File: config.mk
export PLATFORM = sky130hd
export DESIGN_NAME = spi_xact_ctrl
export DESIGN_NICKNAME = d
export VERILOG_FILES = /design/src/rtl/spi_xact_pkg.sv /design/src/rtl/spi_frame_buf.sv /design/src/rtl/spi_gap_timer.sv /design/src/rtl/spi_byte_engine.sv /design/src/rtl/spi_xact_ctrl.sv
export SDC_FILE = /design/constraint.sdc
export NUM_CORES = 2
export LEC_CHECK = 0
export ABC_AREA = 1
export BUFFER_PORTS_ARGS = -buffer_cell sky130_fd_sc_hd__buf_2
export CAP_MARGIN = 30
export CORE_MARGIN = 10
export CORE_UTILIZATION = 50
export DETAILED_ROUTE_END_ITERATION = 10
export PLACE_DENSITY = 0.65
export SLEW_MARGIN = 15
export SYNTH_ARGS = -nofsm -noshare
export SYNTH_HDL_FRONTEND = slang
export SYNTH_HIERARCHICAL = 1
export SYNTH_SLANG_ARGS = --single-unit
File: constraint.sdc
create_clock -name clk -period 4.7 [get_ports clk]
set_input_delay 0.47 -clock clk [delete_from_list [all_inputs] [get_ports clk]]
set_output_delay 0.47 -clock clk [all_outputs]
set_load 0.03 [all_outputs]
File: src/rtl/spi_xact_pkg.sv
package spi_xact_pkg;

  localparam logic [7:0] IDLE_BYTE    = 8'hFF;
  localparam logic [7:0] CLOSE_BYTE   = 8'hA7;
  localparam logic [7:0] KIND_BOOT    = 8'hFD;
  localparam logic [7:0] KIND_PAYLOAD = 8'hFE;
  localparam logic [7:0] LAST_ERRCODE = 8'h04;
  localparam logic [7:0] MAX_PAYLOAD  = 8'd133;

  typedef enum logic [2:0] {
    XS_OK      = 3'd0,
    XS_ERRCODE = 3'd1,
    XS_BADTERM = 3'd2,
    XS_TIMEOUT = 3'd3,
    XS_BADREQ  = 3'd4
  } xact_status_e;

  typedef enum logic [1:0] {
    ST_IDLE,
    ST_CMD,
    ST_WAIT,
    ST_RESP
  } xact_state_e;

endpackage

File: src/rtl/spi_frame_buf.sv
module spi_frame_buf #(
  parameter int DEPTH = 136,
  parameter int AW    = $clog2(DEPTH)
) (
  input  logic          clk,
  input  logic          wr_en,
  input  logic [AW-1:0] wr_addr,
  input  logic [7:0]    wr_data,
  input  logic [AW-1:0] rd_addr,
  output logic [7:0]    rd_data
);

  localparam logic [AW:0] DEPTH_W = (AW+1)'(DEPTH);

  logic [7:0] mem [DEPTH];
  logic       wr_hit;
  logic       rd_hit;

  assign wr_hit = wr_en && ({1'b0, wr_addr} < DEPTH_W);
  assign rd_hit = {1'b0, rd_addr} < DEPTH_W;

  always_ff @(posedge clk) begin
    if (wr_hit) begin
      mem[wr_addr] <= wr_data;
    end
  end

  assign rd_data = rd_hit ? mem[rd_addr] : 8'hFF;

endmodule

File: src/rtl/spi_gap_timer.sv
module spi_gap_timer #(
  parameter int CYC = 200000
) (
  input  logic clk,
  input  logic rst_n,
  input  logic load,
  output logic idle
);

  localparam int W = $clog2(CYC + 1) + 1;
  localparam logic [W-1:0] LOAD_VAL = W'(CYC);

  logic [W-1:0] cnt_q;
  logic [W-1:0] cnt_d;

  always_comb begin
    cnt_d = cnt_q;
    if (load) begin
      cnt_d = LOAD_VAL;
    end else if (cnt_q != '0) begin
      cnt_d = cnt_q - 1'b1;
    end
  end

  always_ff @(posedge clk or negedge rst_n) begin
    if (!rst_n) begin
      cnt_q <= '0;
    end else begin
      cnt_q <= cnt_d;
    end
  end

  assign idle = (cnt_q == '0);

endmodule

File: src/rtl/spi_byte_engine.sv
module spi_byte_engine #(
  parameter int HALF = 20
) (
  input  logic       clk,
  input  logic       rst_n,
  input  logic       start,
  input  logic [7:0] tx_byte,
  input  logic       miso,
  output logic       busy,
  output logic       done,
  output logic [7:0] rx_byte,
  output logic       sclk,
  output logic       mosi
);

  localparam int DW = $clog2(HALF + 1);
  localparam logic [DW-1:0] DIV_END = DW'(HALF - 1);

  logic          busy_q, busy_d;
  logic          sclk_q, sclk_d;
  logic          done_q, done_d;
  logic [2:0]    bit_q, bit_d;
  logic [DW-1:0] div_q, div_d;
  logic [7:0]    tx_q, tx_d;
  logic [7:0]    rx_q, rx_d;
  logic          tick;

  assign tick = busy_q && (div_q == DIV_END);

  always_comb begin
    busy_d = busy_q;
    sclk_d = sclk_q;
    done_d = 1'b0;
    bit_d  = bit_q;
    div_d  = div_q;
    tx_d   = tx_q;
    rx_d   = rx_q;
    if (start && !busy_q) begin
      busy_d = 1'b1;
      tx_d   = tx_byte;
      div_d  = '0;
      bit_d  = '0;
      sclk_d = 1'b0;
    end else if (busy_q) begin
      if (tick) begin
        div_d = '0;
        if (!sclk_q) begin
          sclk_d = 1'b1;
          rx_d   = {rx_q[6:0], miso};
        end else begin
          sclk_d = 1'b0;
          if (bit_q == 3'd7) begin
            busy_d = 1'b0;
            done_d = 1'b1;
          end else begin
            bit_d = bit_q + 1'b1;
            tx_d  = {tx_q[6:0], 1'b0};
          end
        end
      end else begin
        div_d = div_q + 1'b1;
      end
    end
  end

  always_ff @(posedge clk or negedge rst_n) begin
    if (!rst_n) begin
      busy_q <= 1'b0;
      sclk_q <= 1'b0;
      done_q <= 1'b0;
      bit_q  <= '0;
      div_q  <= '0;
      tx_q   <= 8'hFF;
      rx_q   <= 8'hFF;
    end else begin
      busy_q <= busy_d;
      sclk_q <= sclk_d;
      done_q <= done_d;
      bit_q  <= bit_d;
      div_q  <= div_d;
      tx_q   <= tx_d;
      rx_q   <= rx_d;
    end
  end

  assign busy    = busy_q;
  assign done    = done_q;
  assign rx_byte = rx_q;
  assign sclk    = sclk_q;
  assign mosi    = tx_q[7];

endmodule

File: src/rtl/spi_xact_ctrl.sv
module spi_xact_ctrl
  import spi_xact_pkg::*;
#(
  parameter int MAX_FRAME   = 136,
  parameter int CLK_HALF    = 20,
  parameter int GAP_CYC     = 200000,
  parameter int TIMEOUT_CYC = 60000000
) (
  input  logic                            clk,
  input  logic                            rst_n,
  input  logic                            cmd_wr_en,
  input  logic [$clog2(MAX_FRAME)-1:0]    cmd_wr_addr,
  input  logic [7:0]                      cmd_wr_data,
  input  logic                            req_valid,
  output logic                            req_ready,
  input  logic [$clog2(MAX_FRAME+2)-1:0]  req_len,
  input  logic [$clog2(MAX_FRAME)-1:0]    rsp_rd_addr,
  output logic [7:0]                      rsp_rd_data,
  output logic [$clog2(MAX_FRAME+2)-1:0]  rsp_len,
  output logic                            done,
  output logic [2:0]                      status,
  output logic                            spi_sclk,
  output logic                            spi_mosi,
  input  logic                            spi_miso,
  output logic                            spi_ss_n
);

  localparam int AW = $clog2(MAX_FRAME);
  localparam int LW = $clog2(MAX_FRAME + 2);
  localparam int TW = $clog2(TIMEOUT_CYC + 1) + 1;
  localparam logic [LW-1:0] MIN_LEN = LW'(2);
  localparam logic [LW-1:0] MAX_LEN = LW'(MAX_FRAME);
  localparam logic [TW-1:0] TMO_END = TW'(TIMEOUT_CYC);

  xact_state_e  state_q, state_d;
  xact_status_e stat_q, stat_d, fin_stat;
  logic          ss_n_q, ss_n_d;
  logic          pend_q, pend_d;
  logic          done_q, done_d;
  logic [AW-1:0] idx_q, idx_d;
  logic [LW-1:0] len_q, len_d;
  logic [LW-1:0] tot_q, tot_d;
  logic [LW-1:0] rlen_q, rlen_d;
  logic [LW-1:0] fin_len;
  logic [7:0]    first_q, first_d;
  logic [TW-1:0] wcnt_q, wcnt_d;
  logic          fin;

  logic          eng_start, eng_busy, eng_done;
  logic [7:0]    eng_tx, eng_rx;
  logic [7:0]    cmd_rd;
  logic          rsp_we;
  logic [AW-1:0] rsp_wa;
  logic          gap_idle;
  logic          accept;
  logic          is_payload;
  logic          last_byte;

  spi_frame_buf #(.DEPTH(MAX_FRAME), .AW(AW)) u_cmd_buf (
    .clk     (clk),
    .wr_en   (cmd_wr_en),
    .wr_addr (cmd_wr_addr),
    .wr_data (cmd_wr_data),
    .rd_addr (idx_q),
    .rd_data (cmd_rd)
  );

  spi_frame_buf #(.DEPTH(MAX_FRAME), .AW(AW)) u_rsp_buf (
    .clk     (clk),
    .wr_en   (rsp_we),
    .wr_addr (rsp_wa),
    .wr_data (eng_rx),
    .rd_addr (rsp_rd_addr),
    .rd_data (rsp_rd_data)
  );

  spi_gap_timer #(.CYC(GAP_CYC)) u_gap (
    .clk   (clk),
    .rst_n (rst_n),
    .load  (fin),
    .idle  (gap_idle)
  );

  spi_byte_engine #(.HALF(CLK_HALF)) u_engine (
    .clk     (clk),
    .rst_n   (rst_n),
    .start   (eng_start),
    .tx_byte (eng_tx),
    .miso    (spi_miso),
    .busy    (eng_busy),
    .done    (eng_done),
    .rx_byte (eng_rx),
    .sclk    (spi_sclk),
    .mosi    (spi_mosi)
  );

  assign req_ready  = (state_q == ST_IDLE) && gap_idle && !done_q;
  assign accept     = req_valid && req_ready;
  assign is_payload = (first_q == KIND_BOOT) || (first_q == KIND_PAYLOAD);
  assign last_byte  = (idx_q != AW'(1)) && ((LW'(idx_q) + LW'(1)) == tot_q);
  assign eng_tx     = (state_q == ST_CMD) ? cmd_rd : IDLE_BYTE;
  assign rsp_wa     = (state_q == ST_WAIT) ? '0 : idx_q;
  assign rsp_we     = eng_done &&
                      (((state_q == ST_WAIT) && (eng_rx != IDLE_BYTE)) ||
                       (state_q == ST_RESP));

  always_comb begin
    state_d   = state_q;
    stat_d    = stat_q;
    ss_n_d    = ss_n_q;
    pend_d    = pend_q;
    done_d    = 1'b0;
    idx_d     = idx_q;
    len_d     = len_q;
    tot_d     = tot_q;
    rlen_d    = rlen_q;
    first_d   = first_q;
    wcnt_d    = wcnt_q;
    eng_start = 1'b0;
    fin       = 1'b0;
    fin_stat  = XS_OK;
    fin_len   = '0;

    if (state_q != ST_IDLE && !pend_q && !eng_busy) begin
      eng_start = 1'b1;
      pend_d    = 1'b1;
    end
    if (eng_done) begin
      pend_d = 1'b0;
    end

    case (state_q)
      ST_IDLE: begin
        if (accept) begin
          if (req_len < MIN_LEN || req_len > MAX_LEN || cmd_rd == IDLE_BYTE) begin
            done_d = 1'b1;
            stat_d = XS_BADREQ;
            rlen_d = '0;
          end else begin
            state_d = ST_CMD;
            ss_n_d  = 1'b0;
            len_d   = req_len;
            idx_d   = '0;
            pend_d  = 1'b0;
          end
        end
      end
      ST_CMD: begin
        if (eng_done) begin
          if ((LW'(idx_q) + LW'(1)) == len_q) begin
            state_d = ST_WAIT;
            idx_d   = '0;
            wcnt_d  = '0;
          end else begin
            idx_d = idx_q + 1'b1;
          end
        end
      end
      ST_WAIT: begin
        if (wcnt_q < TMO_END) begin
          wcnt_d = wcnt_q + 1'b1;
        end
        if (eng_done) begin
          if (eng_rx != IDLE_BYTE) begin
            state_d = ST_RESP;
            first_d = eng_rx;
            idx_d   = AW'(1);
            tot_d   = LW'(3);
          end else if (wcnt_q >= TMO_END) begin
            fin      = 1'b1;
            fin_stat = XS_TIMEOUT;
            fin_len  = '0;
          end
        end
      end
      ST_RESP: begin
        if (eng_done) begin
          if (idx_q == AW'(1)) begin
            if (is_payload && eng_rx > MAX_PAYLOAD) begin
              fin      = 1'b1;
              fin_stat = XS_BADTERM;
              fin_len  = LW'(2);
            end else begin
              tot_d = is_payload ? (LW'(eng_rx) + LW'(3)) : LW'(3);
              idx_d = idx_q + 1'b1;
            end
          end else if (last_byte) begin
            fin     = 1'b1;
            fin_len = tot_q;
            if (eng_rx != CLOSE_BYTE) begin
              fin_stat = XS_BADTERM;
            end else if (first_q <= LAST_ERRCODE) begin
              fin_stat = XS_ERRCODE;
            end else begin
              fin_stat = XS_OK;
            end
          end else begin
            idx_d = idx_q + 1'b1;
          end
        end
      end
      default: state_d = ST_IDLE;
    endcase

    if (fin) begin
      state_d = ST_IDLE;
      ss_n_d  = 1'b1;
      done_d  = 1'b1;
      stat_d  = fin_stat;
      rlen_d  = fin_len;
      idx_d   = '0;
      pend_d  = 1'b0;
    end
  end

  always_ff @(posedge clk or negedge rst_n) begin
    if (!rst_n) begin
      state_q <= ST_IDLE;
      stat_q  <= XS_OK;
      ss_n_q  <= 1'b1;
      pend_q  <= 1'b0;
      done_q  <= 1'b0;
      idx_q   <= '0;
      len_q   <= '0;
      tot_q   <= '0;
      rlen_q  <= '0;
      first_q <= 8'hFF;
      wcnt_q  <= '0;
    end else begin
      state_q <= state_d;
      stat_q  <= stat_d;
      ss_n_q  <= ss_n_d;
      pend_q  <= pend_d;
      done_q  <= done_d;
      idx_q   <= idx_d;
      len_q   <= len_d;
      tot_q   <= tot_d;
      rlen_q  <= rlen_d;
      first_q <= first_d;
      wcnt_q  <= wcnt_d;
    end
  end

  assign spi_ss_n = ss_n_q;
  assign done     = done_q;
  assign status   = stat_q;
  assign rsp_len  = rlen_q;

endmodule

After elaboration in Yosys (flattened, before gate mapping)
Memories as Yosys holds them, arrays and structs flattened.
Index checks and enable logic that the tools add are counted.
{"block": "word_totals", "register_bits": 121, "ram_bits": 2176, "input_bits": 37, "out_inout_bits": 24, "mem_count": 2}
{"block": "op_classes", "addsub": 6, "order_cmp": 10, "n_eq_ne": 33, "n_mux": 114, "bitwise_logic": 3, "reduce_logical": 45}
{"name": "u_cmd_buf.mem", "words": 136, "width": 8, "read_ports": 1, "rd_clocked_by_memory_dff": 0, "write_ports": 1, "line_no": "spi_frame_buf.sv:15", "rtl": "logic [7:0] mem [DEPTH];"}
{"name": "u_rsp_buf.mem", "words": 136, "width": 8, "read_ports": 1, "rd_clocked_by_memory_dff": 0, "write_ports": 1, "line_no": "spi_frame_buf.sv:15"}
{"operator": "two-way mux 8 bit", "count": 34}
{"operator": "two-way mux 27 bit", "count": 3}
{"operator": "case mux 27 bit (2 select lines)", "count": 1}
{"operator": "two-way mux 1 bit", "count": 41}
{"operator": "two-way mux 19 bit", "count": 2}
{"operator": "two-way mux 3 bit", "count": 11}
{"operator": "less-than comparator 8 bit, second input constant", "count": 4}
{"operator": "case mux 8 bit (4 select lines)", "count": 1}
{"operator": "two-way mux 2 bit", "count": 14}
{"operator": "adder 27 x 1 -> 27 bit, second input constant", "count": 1}
{"operator": "greater-or-equal comparator 27 x 26 -> 1 bit, second input constant", "count": 1}
{"operator": "less-than comparator 27 x 26 -> 1 bit, second input constant", "count": 1}
{"operator": "== test 8 bit, second input constant", "count": 3}
{"operator": "nonzero test 2 bit", "count": 10}
{"operator": "zero test 19 bit", "count": 1}
{"operator": "nonzero test 19 bit", "count": 1}
{"operator": "subtractor 19 x 1 -> 19 bit, second input constant", "count": 1}
{"operator": "== test 8 bit", "count": 2}
{"operator": "> comparator 8 bit, second input constant", "count": 2}
{"operator": "inequality test 2 x 1 -> 1 bit, second input constant", "count": 8}
{"operator": "inequality test 8 bit, second input constant", "count": 2}
{"operator": "case mux 8 bit (2 select lines)", "count": 1}
{"operator": "two-way mux 5 bit", "count": 3}
{"operator": "inequality test 3 x 2 -> 1 bit, second input constant", "count": 5}
{"operator": "31 further kinds", "count": 58}

Logic depth before layout (Yosys ltp)
{"block": "logic_depth", "word_depth": 9, "depth_mapped": 26, "ltp_nobuf": 24}

Cells and area by module
The synthesis kept the hierarchy.
{"module": "spi_frame_buf at u_cmd_buf", "n_inst": 1, "cells_each": 4099, "area_each_um2": 45414.8, "seq_area_each_um2": 32671.3}
{"module": "spi_frame_buf at u_rsp_buf", "n_inst": 1, "cells_each": 3887, "area_each_um2": 44767.9, "seq_area_each_um2": 32671.3}
{"module": "spi_xact_ctrl", "n_inst": 1, "cells_each": 703, "area_each_um2": 4994.8, "seq_area_each_um2": 1888.1}
{"module": "spi_byte_engine", "n_inst": 1, "cells_each": 161, "area_each_um2": 1378.8, "seq_area_each_um2": 695.7}
{"module": "spi_gap_timer", "n_inst": 1, "cells_each": 166, "area_each_um2": 1221.2, "seq_area_each_um2": 475.5}

Least setup slack after synthesis
Ideal clock, no wire load.
{"block": "synth_timing", "path_kind": "flip-flop to flip-flop", "start": "register u_engine.rx_q[1] (netlist: u_engine/rx_byte[1])", "end": "memory u_rsp_buf.mem[22][0], enable pin", "setup_ps": 285, "arrival_time_ps": 3456, "t_required_ps": 4415, "path_slack_ps": 960, "path_stages_with_launch": 12, "n_path_buf": 2, "synth_period_minus_slack_ps": 3740, "path_cell_list": "dfstp_2 -> ha_1 -> inv_1 -> nor3_1 -> nand4_1 -> nand2_1 -> clkbuf_1 -> nand2_1 -> a21boi_2 -> nand2_1 -> clkbuf_1 -> nor2_1"}
{"block": "synth_via", "elab_chain_cells": 7}
{"item": "start, declared", "line_no": "spi_byte_engine.sv:25", "rtl": "logic [7:0] rx_q, rx_d;"}
{"item": "start signal, assigned", "line_no": "spi_byte_engine.sv:82", "rtl": "rx_q <= rx_d;"}
{"item": "inequality test 8 bit", "line_no": "spi_xact_ctrl.sv:104", "rtl": "(((state_q == ST_WAIT) && (eng_rx != IDLE_BYTE)) ||"}
{"item": "logical AND 1 bit", "line_no": "spi_xact_ctrl.sv:104"}
{"item": "logical OR 1 bit", "line_no": "spi_xact_ctrl.sv:104"}
{"item": "logical AND 1 bit", "line_no": "spi_xact_ctrl.sv:103", "rtl": "assign rsp_we = eng_done &&"}
{"item": "via rsp_we", "line_no": "spi_xact_ctrl.sv:52", "rtl": "logic rsp_we;"}
{"item": "logical AND 1 bit", "line_no": "spi_frame_buf.sv:19", "rtl": "assign wr_hit = wr_en && ({1'b0, wr_addr} < DEPTH_W);"}
{"item": "two-way mux 1 bit", "line_no": "spi_frame_buf.sv:23", "rtl": "if (wr_hit) begin"}
{"item": "two-way mux 1 bit (implied by the code)", "line_no": "spi_frame_buf.sv:24", "rtl": "mem[wr_addr] <= wr_data;"}
{"item": "end, declared", "line_no": "spi_frame_buf.sv:15"}
The timed path passes the listed nets, and every way through them passes these cells.

Final worst setup path
{"block": "layout_timing", "start": "register idx_q[0]", "end": "register len_q[1]"}
{"block": "layout_via", "elab_chain_cells": 6, "elab_cells_between_ends": 7, "cone_classes": "order compare (1); eq/ne (1); mux (1); bitwise (1); reduce/logical (2); memory (1)"}
{"item": "start, declared", "line_no": "spi_xact_ctrl.sv:40", "rtl": "logic [AW-1:0] idx_q, idx_d;"}
{"item": "start signal, assigned", "line_no": "spi_xact_ctrl.sv:235", "rtl": "idx_q <= idx_d;"}
{"item": "memory (136 x 8 bit) / less-than comparator 8 bit (equally long branches)"}
{"item": "two-way mux 8 bit (*)", "line_no": "spi_frame_buf.sv:28", "rtl": "assign rd_data = rd_hit ? mem[rd_addr] : 8'hFF;"}
{"item": "via cmd_rd[0]", "line_no": "spi_xact_ctrl.sv:51", "rtl": "logic [7:0] cmd_rd;"}
{"item": "== test 8 bit (*)", "line_no": "spi_xact_ctrl.sv:135", "rtl": "if (req_len < MIN_LEN || req_len > MAX_LEN || cmd_rd == IDLE_BYTE) begin"}
{"item": "logical OR 1 bit (*)", "line_no": "spi_xact_ctrl.sv:135"}
{"item": "NOT 1 bit (no source line) (*)"}
{"item": "AND reduction 3 bit (no source line) (*)"}
{"item": "end signal, assigned", "line_no": "spi_xact_ctrl.sv:236", "rtl": "len_q <= len_d;"}
{"item": "end, declared", "line_no": "spi_xact_ctrl.sv:41", "rtl": "logic [LW-1:0] len_q, len_d;"}
Mark *: on every way through the listed nets, which the timed path passes. The rest lies on a longest branch.
A chain may end at the register's enable or synchronous reset.

==> results.md <==
* Status: complete, no violations
* Share of the synthesized area in the top cell type at between 60 and 70%
* Worst R2R Path Depth at 19
* Vertical extent of the die at between 400 and 500 µm
* Final wirelength at about 260,000 µm
* Syn_area_per_cell at 10.8 µm²
* Sequence of cells on the critical path: inv_8, buf_4, nand2_1, nand2_1, nand2_1, nand3_1, nand3_1, a21oi_1, nor2_1, nand2_1, nand3_1, nand2_1, nand4_1, nor2_1, inv_1, nand2_1, inv_1, nand2_1, mux2_2
* Fraction of the yosys area taken by sequential cells at a little over two thirds
* Overall Global Routing Usage at 23.9%
* Area occupied by multi-input gates at about 0.025 mm²
* Final Cell Area at 0.109 mm²
* Number of global-route vias before repair at approximately 64,000
* Final setup slack of the worst path at between 300 and 400 ps
* Clock Sinks at roughly 2,300
* Most common flop cell mapped by yosys: edfxtp_1
* Proportion of power drawn by the clock network at between 30% and 40%
* Total CTS buffers at between 200 and 250
* Number of synthesized flops with an enable pin at 2,176
* Ys async rst share at roughly 5.3%
* Residual overflow from global routing at 0
* P_leak at approximately 41 nW
* Cts repair resizes at 0
* I/O pin count at 61
* Final setup violation count at 0
* DR vias/cell at between 5 and 6
* Number of max-slew violations in the final report at 0
* Capturing element of the worst setup path: len_q[1]
* Weighted congestion reported at the end of routability-driven placement at 0.894
* Unrepaired setup endpoints after global routing: false
* Wire length per cell at about 22 µm
* Worst hold-check path type: in -> reg
* Accumulated negative setup slack at 0 ps
* Cell at the root of the clock tree: clkbuf_16
* Sequential share of power at around 44%
* Min cycle time layout at ~4300 ps
* Max-capacitance violation count at 0
* Worst setup slack for register-to-register paths at 380 ps
* Clock-pin slew reported for the worst setup and hold paths after clock tree synthesis at 60 ps
* Sw Share at between 30% and 40%
* Critical Path Fanout Max at 57
* Most common cell in the netlist: nand2_1
* Setup Fix Bufs, Post-CTS at 0
* Yosys top cell by area: edfxtp_1
* Cells after synthesis at 9,016
* Post-route total power at ~53 mW
* Category of the most critical setup path: reg -> reg
* Netlist area before placement at around 0.1 mm²
* Violation count after the first detailed-routing iteration at around 7,800
* Switching power total at around 17 mW
* H-tree depth reported by CTS at 4
* Worst ir drop on vdd at between 1 and 1.5 mV
* Share of the core filled with cells at a little under three fifths
* Skew-Pair Late Insertion Delay at 870 ps
* Portion of netlist area occupied by mux cells at 0.0461%
* Sequential cell area at roughly 0.068 mm²
* Maximum number of buffers from clock root to sink at 3
* Worst path arrival time at about 5100 ps
* Number of hold violations in the final report at 0
* Synth Area in Compound Gates at between 2 and 3%
* Relative slew slack at 27.7%
* Total core area at ~0.19 mm²
* Simple-gate portion of the synthesized area at between 20% and 30%
* Internal power at ~37 mW
* Initial cell density of the core at between 50 and 60%
* Endpoint class of the critical path: register
* Final-stage net count at about 9,000
* Critical path depth at 19
* Global-route wire length before repair at 395,000 µm
* Post-Route Skew at between 30 and 40 ps
* Yosys synthesis warning count at 6
* Total buffers and inverters traversed by the critical path at 4
* Kind of cell adding the most delay to the critical path: simple AND/OR/NAND/NOR gates
* Number of filler cells placed in the layout at around 16,000
* Area share of fa/ha/maj cells after synthesis at 0.205%
* Highest Clock Rate at approximately 0.23 GHz
* Largest net degree at the start of global routing at approximately 190
* Area growth syn-to-layout at 11.2%
* Synth area leaders: edfxtp_1, nand2_1, nand3_1
* Yosys reg bits at ~2,300
* Count of input and output buffers at 60
* Total power density per cell area at 491 mW/mm²
* Combinational group share of total power at about 23%
* Proportion of layout cells with a drive suffix above 1 at about 8%
* Post-placement setup slack at ~510 ps
* Period utilization at 92.0%
* Number of antenna violations at the first check in global routing at 2
* Worst EP required at approximately 5400 ps
* Total via count in the routed design at 66,700
* Worst Setup Start Kind: register
* Slew @ Worst Pin at ~1100 ps
* CTS tree: built
* X dimension of the die at around 460 µm
* First-pass DRT Iterations at 6
* Half-perimeter wire length of the detailed placement result at 153,000 µm
* Number of nets with antenna violations after detailed routing at 0
* Xor/xnor share of the synthesized area at less than 1%
* Synth Net Count at a little over 9,000
* Ranking of synthesized cells by instance count: nand2_1, edfxtp_1, nand3_1, nor2_1, inv_1
* Worst setup startpoint: idx_q[0]
* Placed cell area at 0.101 mm²
* Cell row count at 162
* Die outline area at 0.214 mm²
* Largest family of logic cells by synthesized area: simple AND/OR/NAND/NOR gates
* DRC violation count after routing at 0
* Number of distinct library cells after synthesis at 55
* Worst r2r dst: len_q[1]
* Highest cell delay on the worst timing path at approximately 570 ps
* Dominant cell type by count on the critical path: nand2_1
* Worst reg2reg startpoint: idx_q[0]
* Library cell contributing the largest single delay on the critical path: dfrtp_4
## worst min path at each step
stage                              start                    to  slack [ps]  cells past startpoint
after global placement         wcnt_q[3]             wcnt_q[3]         460                      1
after floorplan                    rst_n                  done         170                      0
after CTS                 cmd_wr_data[3]  u_cmd_buf/mem[35][3]         100                      1
final                     cmd_wr_data[3]  u_cmd_buf/mem[34][3]         140                      1
after detailed placement        spi_ss_n              spi_ss_n         470                      2
after global routing      cmd_wr_data[3]  u_cmd_buf/mem[34][3]         130                      1
## registers in the layout (all words and copies together), names as in the netlist, 2 cells and up
name and flops:
len_q 8, u_engine/bit_q 3, u_cmd_buf/mem 1088, u_engine/tx_q 8, u_rsp_buf/mem 1088, first_q 8
rsp_len 8, u_engine/rx_byte 8, wcnt_q 27, state_q 2, u_engine/div_q 5, tot_q 8
status 3, u_gap/cnt_q 19, idx_q 8
## layout make-up
cell class              instances  area share (%)
clock inverters               120            1.16
flip-flops and latches       2297            63.0
well taps                    2624            3.02
inverters                     420            1.49
repair buffers                333            2.82
diodes                          2         0.00460
multi-input cells            5802            23.2
clock buffers                 275            5.39
## layout by cell type, fill, tap and decap left out, types with 6 or more instances in the layout
cell	n
nand4_1	35
xnor2_1	7
bufinv_16	24
nor4_1	7
buf_12	43
or2_2	12
o211ai_1	23
inv_2	9
inv_1	401
ha_1	16
clkbuf_16	225
nand3_1	1455
o31ai_1	14
nor2_4	10
clkinv_2	33
buf_4	223
buf_2	48
nor2_2	12
o21ai_1	26
nand2_1	2817
a31oi_1	10
a211oi_1	6
nor2_1	902
dfstp_4	8
a21oi_1	60
nor3_1	35
dlygate4sd3_1	12
xor2_1	15
dfstp_2	17
o21ai_0	261
clkinv_1	52
edfxtp_1	2176
dfrtp_1	92
clkbuf_1	46
nand2_2	10
o22ai_1	23
## metrics by stage
| step | instances | hold slack, ps |
|---|---|---|
| after floorplan | 9016 | 174 |
| after global placement | 11500 | 463 |
| after detailed placement | 11500 | 474 |
| after CTS | 11900 | 95.2 |
| after global routing | 11900 | 126 |
| final | 11900 | 140 |
## power groups by stage
stage	registers, mW	clock network (mW)	logic [mW]
final	23.5	17.6	12.2
after CTS	23.5	17.9	12.2
after global placement	23.9	0	11.9
after floorplan	24.1	0	8.39
after detailed placement	23.9	0	12.1
after global routing	23.5	18.7	13.6
## kinds of logic (layout without fill, tap and decap cells)
| logic type | Yosys count | count (layout) |
|---|---|---|
| other cells | 0 | 2 |
| buf+inv | 917 | 1148 |
| fa+ha+maj | 16 | 16 |
| xor+xnor | 22 | 22 |
| compound gates | 443 | 443 |
| mux | 4 | 4 |
| flops | 2297 | 2297 |
| simple gates | 5317 | 5317 |
## per-layer routing
| metal | wire, µm | vias up | global-route usage [%] |
|---|---|---|---|
| li1 | - | 30900 | - |
| met1 | 105000 | 32500 | 32.2 |
| met2 | 125000 | 2821 | 39.2 |
| met3 | 19400 | 525 | 3.40 |
| met4 | 11200 | 0 | 9.73 |
| met5 | 0 | - | 0 |
## repair_timing
item / 4_1_cts / 5_1_grt
setup endpoints to repair: 0 / 0
hold endpoints to repair: 65 / 0
hold buffers: 12 / 0
Note: power is estimated with default switching activity, not from simulation.
